--- src/rtl/sram_sleep_pkg.sv ---
// Shared defaults and types for the SRAM sleep controller.
// Assumes: nothing beyond IEEE 1800-2017.
package sram_sleep_pkg;
    localparam int DEF_SYNC_STAGES = 2;
    localparam int DEF_RECOV_CYC   = 8;

    // Phase view of the controller, used to form the blocking window.
    typedef struct packed {
        logic entering;
        logic asleep;
        logic recovering;
    } slp_view_t;
endpackage

--- src/rtl/slp_sync.sv ---
// Multi-stage synchroniser for the asynchronous sleep request.
// Assumes: STAGES >= 2; all stages reset to 0 synchronously.
module slp_sync #(
    parameter int STAGES = 2
) (
    input  logic              clk,
    input  logic              rst_n,
    input  logic              d_i,
    output logic [STAGES-1:0] stages_o
);
    logic [STAGES-1:0] sh;

    // Shift the request through the flop chain.
    always_ff @(posedge clk) begin
        if (!rst_n) sh <= '0;
        else        sh <= {sh[STAGES-2:0], d_i};
    end

    assign stages_o = sh;
endmodule

--- src/rtl/slp_recov_timer.sv ---
// Down-counter for the post-wake recovery interval.
// Assumes: start_i pulses for one cycle at the edge where sleep ends; RECOV_CYC >= 1.
module slp_recov_timer #(
    parameter int RECOV_CYC = 8
) (
    input  logic clk,
    input  logic rst_n,
    input  logic start_i,
    output logic busy_o
);
    localparam int CW = $clog2(RECOV_CYC + 1);
    localparam logic [CW-1:0] LOAD = CW'(RECOV_CYC);

    logic [CW-1:0] cnt;

    // Load on wake, then count down to zero.
    always_ff @(posedge clk) begin
        if (!rst_n)           cnt <= '0;
        else if (start_i)     cnt <= LOAD;
        else if (cnt != '0)   cnt <= cnt - 1'b1;
    end

    assign busy_o = (cnt != '0);


    cnt_bound_chk: assert property (@(posedge clk) disable iff (!rst_n)
        cnt <= LOAD);

    load_chk: assert property (@(posedge clk) disable iff (!rst_n)
        start_i |=> busy_o);
endmodule

--- src/rtl/slp_access_guard.sv ---
// Blocks strobes to the array while blocked and records a sticky fault.
// Assumes: blk_i is registered-state derived and stable across a cycle.
module slp_access_guard #(
    parameter int NCS  = 3,
    parameter int NSTB = 2
) (
    input  logic            clk,
    input  logic            rst_n,
    input  logic            blk_i,
    input  logic [NCS-1:0]  cs_i,
    input  logic [NSTB-1:0] stb_i,
    output logic [NCS-1:0]  cs_o,
    output logic [NSTB-1:0] stb_o,
    output logic            fault_o
);
    logic hit;
    logic fault_q;

    // Gate strobes combinationally and detect a blocked access.
    always_comb begin
        cs_o  = blk_i ? '0 : cs_i;
        stb_o = blk_i ? '0 : stb_i;
        hit   = blk_i && ((|cs_i) || (|stb_i));
    end

    // Sticky fault, cleared only by reset.
    always_ff @(posedge clk) begin
        if (!rst_n)   fault_q <= 1'b0;
        else if (hit) fault_q <= 1'b1;
    end

    assign fault_o = fault_q;


    fault_set_chk: assert property (@(posedge clk) disable iff (!rst_n)
        ((|cs_i) || (|stb_i)) && blk_i |=> fault_o);

    fault_sticky_chk: assert property (@(posedge clk) disable iff (!rst_n)
        fault_o |=> fault_o);
endmodule

--- src/rtl/sram_sleep_ctrl.sv ---
// Top of the SRAM sleep controller: synchronises the sleep request,
// times recovery after wake and blocks strobes while asleep or recovering.
// Assumes: synchronous active-low reset; array power is handled elsewhere.
module sram_sleep_ctrl
    import sram_sleep_pkg::*;
#(
    parameter int NCS         = 3,
    parameter int NSTB        = 2,
    parameter int SYNC_STAGES = DEF_SYNC_STAGES,
    parameter int RECOV_CYC   = DEF_RECOV_CYC
) (
    input  logic            clk,
    input  logic            rst_n,
    input  logic            sleep_req_i,
    input  logic [NCS-1:0]  cs_i,
    input  logic [NSTB-1:0] stb_i,
    output logic [NCS-1:0]  cs_o,
    output logic [NSTB-1:0] stb_o,
    output logic            asleep_o,
    output logic            recovering_o,
    output logic            fault_o
);
    localparam int LAST = SYNC_STAGES - 1;

    logic [SYNC_STAGES-1:0] stg;
    logic                   wake_now;
    logic                   rec_busy;
    logic                   blk;
    slp_view_t              view;

    slp_sync #(.STAGES(SYNC_STAGES)) u_sync (
        .clk      (clk),
        .rst_n    (rst_n),
        .d_i      (sleep_req_i),
        .stages_o (stg)
    );

    // Sleep ends at the next edge when the last stage is high and the one before is low.
    assign wake_now = stg[LAST] && !stg[LAST-1];

    slp_recov_timer #(.RECOV_CYC(RECOV_CYC)) u_timer (
        .clk     (clk),
        .rst_n   (rst_n),
        .start_i (wake_now),
        .busy_o  (rec_busy)
    );

    // Collect the phase view and form the blocking window.
    always_comb begin
        view.entering   = |stg[LAST-1:0];
        view.asleep     = stg[LAST];
        view.recovering = rec_busy;
        blk             = view.entering || view.asleep || view.recovering;
    end

    slp_access_guard #(.NCS(NCS), .NSTB(NSTB)) u_guard (
        .clk     (clk),
        .rst_n   (rst_n),
        .blk_i   (blk),
        .cs_i    (cs_i),
        .stb_i   (stb_i),
        .cs_o    (cs_o),
        .stb_o   (stb_o),
        .fault_o (fault_o)
    );

    assign asleep_o     = view.asleep;
    assign recovering_o = view.recovering;


    wake_recov_chk: assert property (@(posedge clk) disable iff (!rst_n)
        $fell(asleep_o) |-> recovering_o);

    blocked_out_chk: assert property (@(posedge clk) disable iff (!rst_n)
        (asleep_o || recovering_o) |-> (cs_o == '0 && stb_o == '0));

    exclusive_chk: assert property (@(posedge clk) disable iff (!rst_n)
        !(asleep_o && recovering_o && !$past(asleep_o)));
endmodule

--- config.mk ---
export PLATFORM = sky130hd
export DESIGN_NAME = sram_sleep_ctrl
export DESIGN_NICKNAME = d
export VERILOG_FILES = /design/src/rtl/sram_sleep_pkg.sv /design/src/rtl/slp_sync.sv /design/src/rtl/slp_recov_timer.sv /design/src/rtl/slp_access_guard.sv /design/src/rtl/sram_sleep_ctrl.sv
export SDC_FILE = /design/constraint.sdc
export NUM_CORES = 1
export LEC_CHECK = 0
export ABC_AREA = 1
export BUFFER_PORTS_ARGS = -buffer_cell sky130_fd_sc_hd__buf_2
export CAP_MARGIN = 0
export CORE_AREA = 5 5 42 44
export CTS_BUF_LIST = sky130_fd_sc_hd__clkbuf_16
export DETAILED_ROUTE_END_ITERATION = 10
export DIE_AREA = 0 0 47 49
export GPL_ROUTABILITY_DRIVEN = 0
export SYNTH_ARGS = -nofsm -noshare
export SYNTH_HDL_FRONTEND = slang
export SYNTH_SLANG_ARGS = --single-unit
--- constraint.sdc ---
create_clock -name clk -period 1.45 [get_ports clk]
set_input_delay 0.2175 -clock clk [delete_from_list [all_inputs] [get_ports clk]]
set_output_delay 0.2175 -clock clk [all_outputs]
set_load 0.1 [all_outputs]
==> flow_metrics.tcl, run 1 <==
set metrics [dict create \
    layout_commonest_cell "inv_1" \
    h-tree-depth 1 \
    maxSlewViolCount 0 \
    drt_iter0_drc 3 \
    crit_path_top_delay_cell "dfxtp_2" \
    start_util_pct 27.1 \
    crit_chain "inv_2 > ha_4 > nand2_8 > inv_8 > nand2_8 > nor2_4 > buf_12" \
    drt_wl_total_um 809 \
    clock_latency_ps 230 \
    grt_usage_pct 8.75 \
    synth_fa_ha_area_share_pct 6.60 \
    hold_viol_final 0 \
    hold_class "in -> reg" \
    slowest_delay_ps 310 \
    violations "negative setup slack" \
    cts_made_buffers 3 \
    num-nets-final 87 \
    path_class "reg -> out" \
    dieArea_mm2 0.00230 \
    synthMuxAreaShare_pct 0 \
    grt-ovfl-total 0 \
    syn_nets 63 \
    worstPathArrival_ps 1280 \
    ys_ff_latch 7 \
    outcome "finished with violations" \
    ys_seq_area_share_pct 37.0 \
    grt_pass1_vias 373 \
    yosysWarningCount 0 \
    vias 381 \
    drive_above_1_share_pct 53.9 \
    wl_per_cell_um 8.79 \
    ios 16 \
    worst_setup_path_start_kind "flop" \
    yosys.area_share.simple_pct 31.7 \
    syn_area_um2 379 \
    cts_buffer_depth 2 \
    port_buffers 15 \
    drtAntennaViolNets 0 \
    required_ps 1230 \
    final_cells 92 \
    cts-root-buf "clkbuf_16" \
    min_period_ps 1490 \
    diodes 0 \
    cts.sinks 7 \
    setup_slack_ps -44.1 \
    synth_area_per_cell_um2 7.15 \
    clock-skew-final_ps 1.24 \
    via_per_inst 4.14 \
    critical_path.endpoint_type "primary output" \
    placed_cells 84 \
    synthCells 53 \
    layout_common_cells "inv_1, buf_2, nand2_1, nor2_4, buf_12" \
    cp_max_fo 6 \
    fin_crit_sh_pct 103 \
    synth_xor_area_share_pct 2.31 \
    setup_viol 5 \
    area_growth_pct 99.7 \
    drc 0 \
    die_y_um 49 \
    worstMarginPinSlew_ps 485 \
    rsz0062_at_grt "yes" \
    die_w_um 47 \
    ys_types 16 \
    drtPass1Iterations 3 \
    clkTransAtPathRegs_ps 30 \
    cts_tree "yes" \
    n_fill_cell 140 \
    synth_compound_area_share_pct 7.92 \
    antenna_found_initial 0 \
    synth_top_family_by_area "simple AND/OR/NAND/NOR gates" \
    grt_pass1_wl_mm 1.45 \
    cp_common_cell "nand2_8" \
    fmax_mhz 669 \
    num_rows 14 \
    drv_cap 0 \
    relSlewSlack_pct 67.9 \
    grt_max_degree 7 \
    coreArea_mm2 0.00140 \
    dp_hpwl_um 673 \
]
-- area by class of cell --
class / count / area (µm²) / area share, %
inverter: 14 / 60.1 / 7.93
clock inverter: 1 / 3.75 / 0.496
clock buffer: 3 / 75.1 / 9.92
timing repair buffer: 19 / 195 / 25.8
sequential: 7 / 144 / 19.0
tap: 16 / 20.0 / 2.64
multi-input combinational: 32 / 259 / 34.2
-- logic make-up after synthesis --
group                    Yosys count
AND/OR/NAND/NOR                   25
XOR/XNOR                           1
AO/OA/AOI/OAI                      4
buffers and inverters             14
flip-flops                         7
adder cells (fa/ha/maj)            2
-- worst max-delay path: cells and delay by family, from the launching register on --
kind / cells / cell delay (ps)
DFF: 1 / 310
buffers and inverters: 3 / 310
adders and majority gates: 1 / 160
and+or+nand+nor: 3 / 260
-- metal layers --
metal | share of wire (%) | vias to the layer above | global-route usage (%) | wire, µm
li1 | - | 204 | - | -
met1 | 39 | 166 | 9.73 | 315
met2 | 52 | 11 | 13.3 | 422
met3 | 8.8 | 0 | 4.43 | 71
met4 | 0 | 0 | 4.15 | 0
met5 | 0 | - | 0 | 0
-- flip-flops by register name, indices dropped and copies added (netlist names) --
| name | count |
|---|---|
| u_guard.fault_o | 1 |
| u_sync.stages_o | 2 |
| u_timer.cnt | 4 |
-- synthesized netlist by cell type (all sizes together) --
| master | n | area share (%) |
|---|---|---|
| a211oi | 1 | 2.0 |
| inv | 14 | 15 |
| nand3 | 2 | 2.6 |
| nand4 | 1 | 1.7 |
| xnor2 | 1 | 2.3 |
| a21oi | 3 | 5.9 |
| dfxtp | 7 | 37 |
| nor3 | 1 | 1.3 |
| nand2 | 11 | 16 |
| ha | 2 | 6.6 |
| nor2 | 10 | 11 |
-- per-stage QoR --
stage	util, %	instance area [µm²]	setup TNS (ps)	hold WS, ps	worst slack (ps)
floorplan	-	458	-745	311	-167
global placement	45.9	643	0	400	122
detailed placement	45.9	643	0	409	107
CTS	53.9	756	-237	173	-49.9
global route	54.0	757	-453	194	-94.6
finish	54.0	757	-210	175	-44.1
-- repair_timing --
action                                  CTS  global route
pin swaps                                 2             0
endpoints found under the setup margin    5             5
gates resized for setup                   2             1
hold endpoints to repair                  0             0
hold buffers                              0             0
buffers inserted                          4             0
-- worst paths after layout --
path                                       from                            end  slack (ps)  cells past startpoint
setup reg to reg    u_timer.cnt[0]$_SDFFE_PP0P_    u_timer.cnt[3]$_SDFFE_PN0P_         410                      6
hold reg to reg   u_sync.stages_o[0]$_SDFF_PN0_  u_sync.stages_o[1]$_SDFF_PN0_         440                      2
setup / recovery    u_timer.cnt[0]$_SDFFE_PP0P_                       stb_o[0]         -40                      7
hold / removal                      sleep_req_i  u_sync.stages_o[0]$_SDFF_PN0_         180                      3
Power of run 1 is left out: the tool's default activity adds up to more than one toggle a clock period on the data nets, which glitch-free logic cannot reach.
==> run 2: changes to the inputs <==
REMOVE_ABC_BUFFERS = 1   (was not set)
SETUP_SLACK_MARGIN = 0.05   (was not set)
clock period = 1.7 ns   (was 1.45 ns; I/O delays follow)
==> flow_metrics.tcl, run 2 (synthesized netlist as in run 1, its figures left out) <==
set metrics [dict create \
    outcome "finished, final reports clean" \
    drive_above_1_share_pct 50.0 \
    critical_path.endpoint_type "primary output" \
    clkTransAtPathRegs_ps 40 \
    grt_usage_pct 8.82 \
    ios 16 \
    cts_tree "yes" \
    dieArea_mm2 0.00230 \
    largest-register "u_timer.cnt" \
    setup_slack_ps 106 \
    dp_hpwl_um 641 \
    vias 385 \
    area_growth_pct 97.7 \
    drt_wl_total_um 929 \
    fmax_mhz 627 \
    layout_commonest_cell "inv_1" \
    regToRegStartpoint "u_timer.cnt[0]$_SDFFE_PP0P_" \
    largest_register_ffs 4 \
    clock_latency_ps 230 \
    coreArea_mm2 0.00140 \
    relSlewSlack_pct 67.7 \
    hold_viol_final 0 \
    fin_crit_sh_pct 93.8 \
    setup_viol 0 \
    rsz0062_at_grt "no" \
    grt_pass1_vias 337 \
    grt_pass1_wl_mm 1.38 \
    cts-root-buf "clkbuf_16" \
    maxSlewViolCount 0 \
    holdPathStages 3 \
    grt-ovfl-total 0 \
    drtAntennaViolNets 0 \
    required_ps 1440 \
    cts_made_buffers 3 \
    worst_setup_path_start_kind "flop" \
    drtPass1Iterations 4 \
    drv_cap 0 \
    dp_slack_ps 171 \
    timing.hold.ws_ps 206 \
    min_to "u_sync.stages_o[0]$_SDFF_PN0_" \
    die_w_um 47 \
    clock-skew-final_ps 1.02 \
    die_y_um 49 \
    cts_hold_buf 0 \
    worstHoldStart "sleep_req_i" \
    min_period_ps 1590 \
    r2r_slack_ps 510 \
    num-nets-final 87 \
    drt_iter0_drc 2 \
    cts_buffer_depth 2 \
    cts.sinks 7 \
    diodes 0 \
    num_rows 14 \
    antenna_found_initial 0 \
    port_buffers 15 \
    path_class "reg -> out" \
    drc 0 \
    via_per_inst 4.18 \
    worstPathArrival_ps 1340 \
    h-tree-depth 1 \
    timing.rr.end "u_timer.cnt[2]$_SDFFE_PP0P_" \
    wl_per_cell_um 10.1 \
    grt_max_degree 7 \
    start_util_pct 27.1 \
    r2r_cells 6 \
    cp_max_fo 6 \
    worstMarginPinSlew_ps 488 \
    hold_class "in -> reg" \
    layout_common_cells "inv_1, buf_2, nand2_1" \
]
[run 2: what timing repair did]
action	CTS	global route
gates resized for setup	7	12
pin swaps	0	1
setup buffers	0	4
endpoints found under the setup margin	5	5
[run 2: worst max path at each step]
| stage | from | end | depth (start not counted) |
|---|---|---|---|
| final | u_timer.cnt[0]$_SDFFE_PP0P_ | cs_o[0] | 7 |
| after global placement | u_timer.cnt[0]$_SDFFE_PP0P_ | stb_o[1] | 7 |
| after floorplan | u_sync.stages_o[1]$_SDFF_PN0_ | cs_o[0] | 3 |
| after global routing | u_timer.cnt[0]$_SDFFE_PP0P_ | cs_o[0] | 7 |
| after CTS | u_timer.cnt[0]$_SDFFE_PP0P_ | cs_o[0] | 7 |
| after detailed placement | u_timer.cnt[0]$_SDFFE_PP0P_ | cs_o[0] | 7 |
[run 2: per-layer routing]
layer  vias up  global-route usage (%)  share of wire, %
met5         -                       0                 0
met4         0                    8.29               3.1
met3         4                    7.38                15
met2        17                    10.2                47
met1       161                    9.27                35
li1        203                       -                 -
[run 2: cell type report]
class,instances,area (µm²)
inverter,14,57.6
clock buffer,3,75.1
clock inverter,1,3.75
sequential,7,141
tap,16,20.0
timing repair buffer,19,195
multi-input combinational,32,256
fill,133,652
[run 2: through the flow]
step | std cells | utilization (%) | setup TNS, ps | cell area [µm²]
2_1_floorplan | 53 | - | -4290 | 379
3_3_place_gp | 84 | 40.3 | 0 | 564
3_5_place_dp | 84 | 40.3 | 0 | 564
4_1_cts | 88 | 47.0 | 0 | 658
5_1_grt | 92 | 53.5 | 0 | 749
6_report | 92 | 53.5 | 0 | 749
[run 2: worst max-delay path: stages (launching register included)]
cell and delay (ps):
dfxtp_1 310, inv_2 80, ha_4 160, nand2_8 70, inv_6 80, nand2_8 80
nor2_4 140, buf_12 180
Power of run 2 is left out for the same reason.
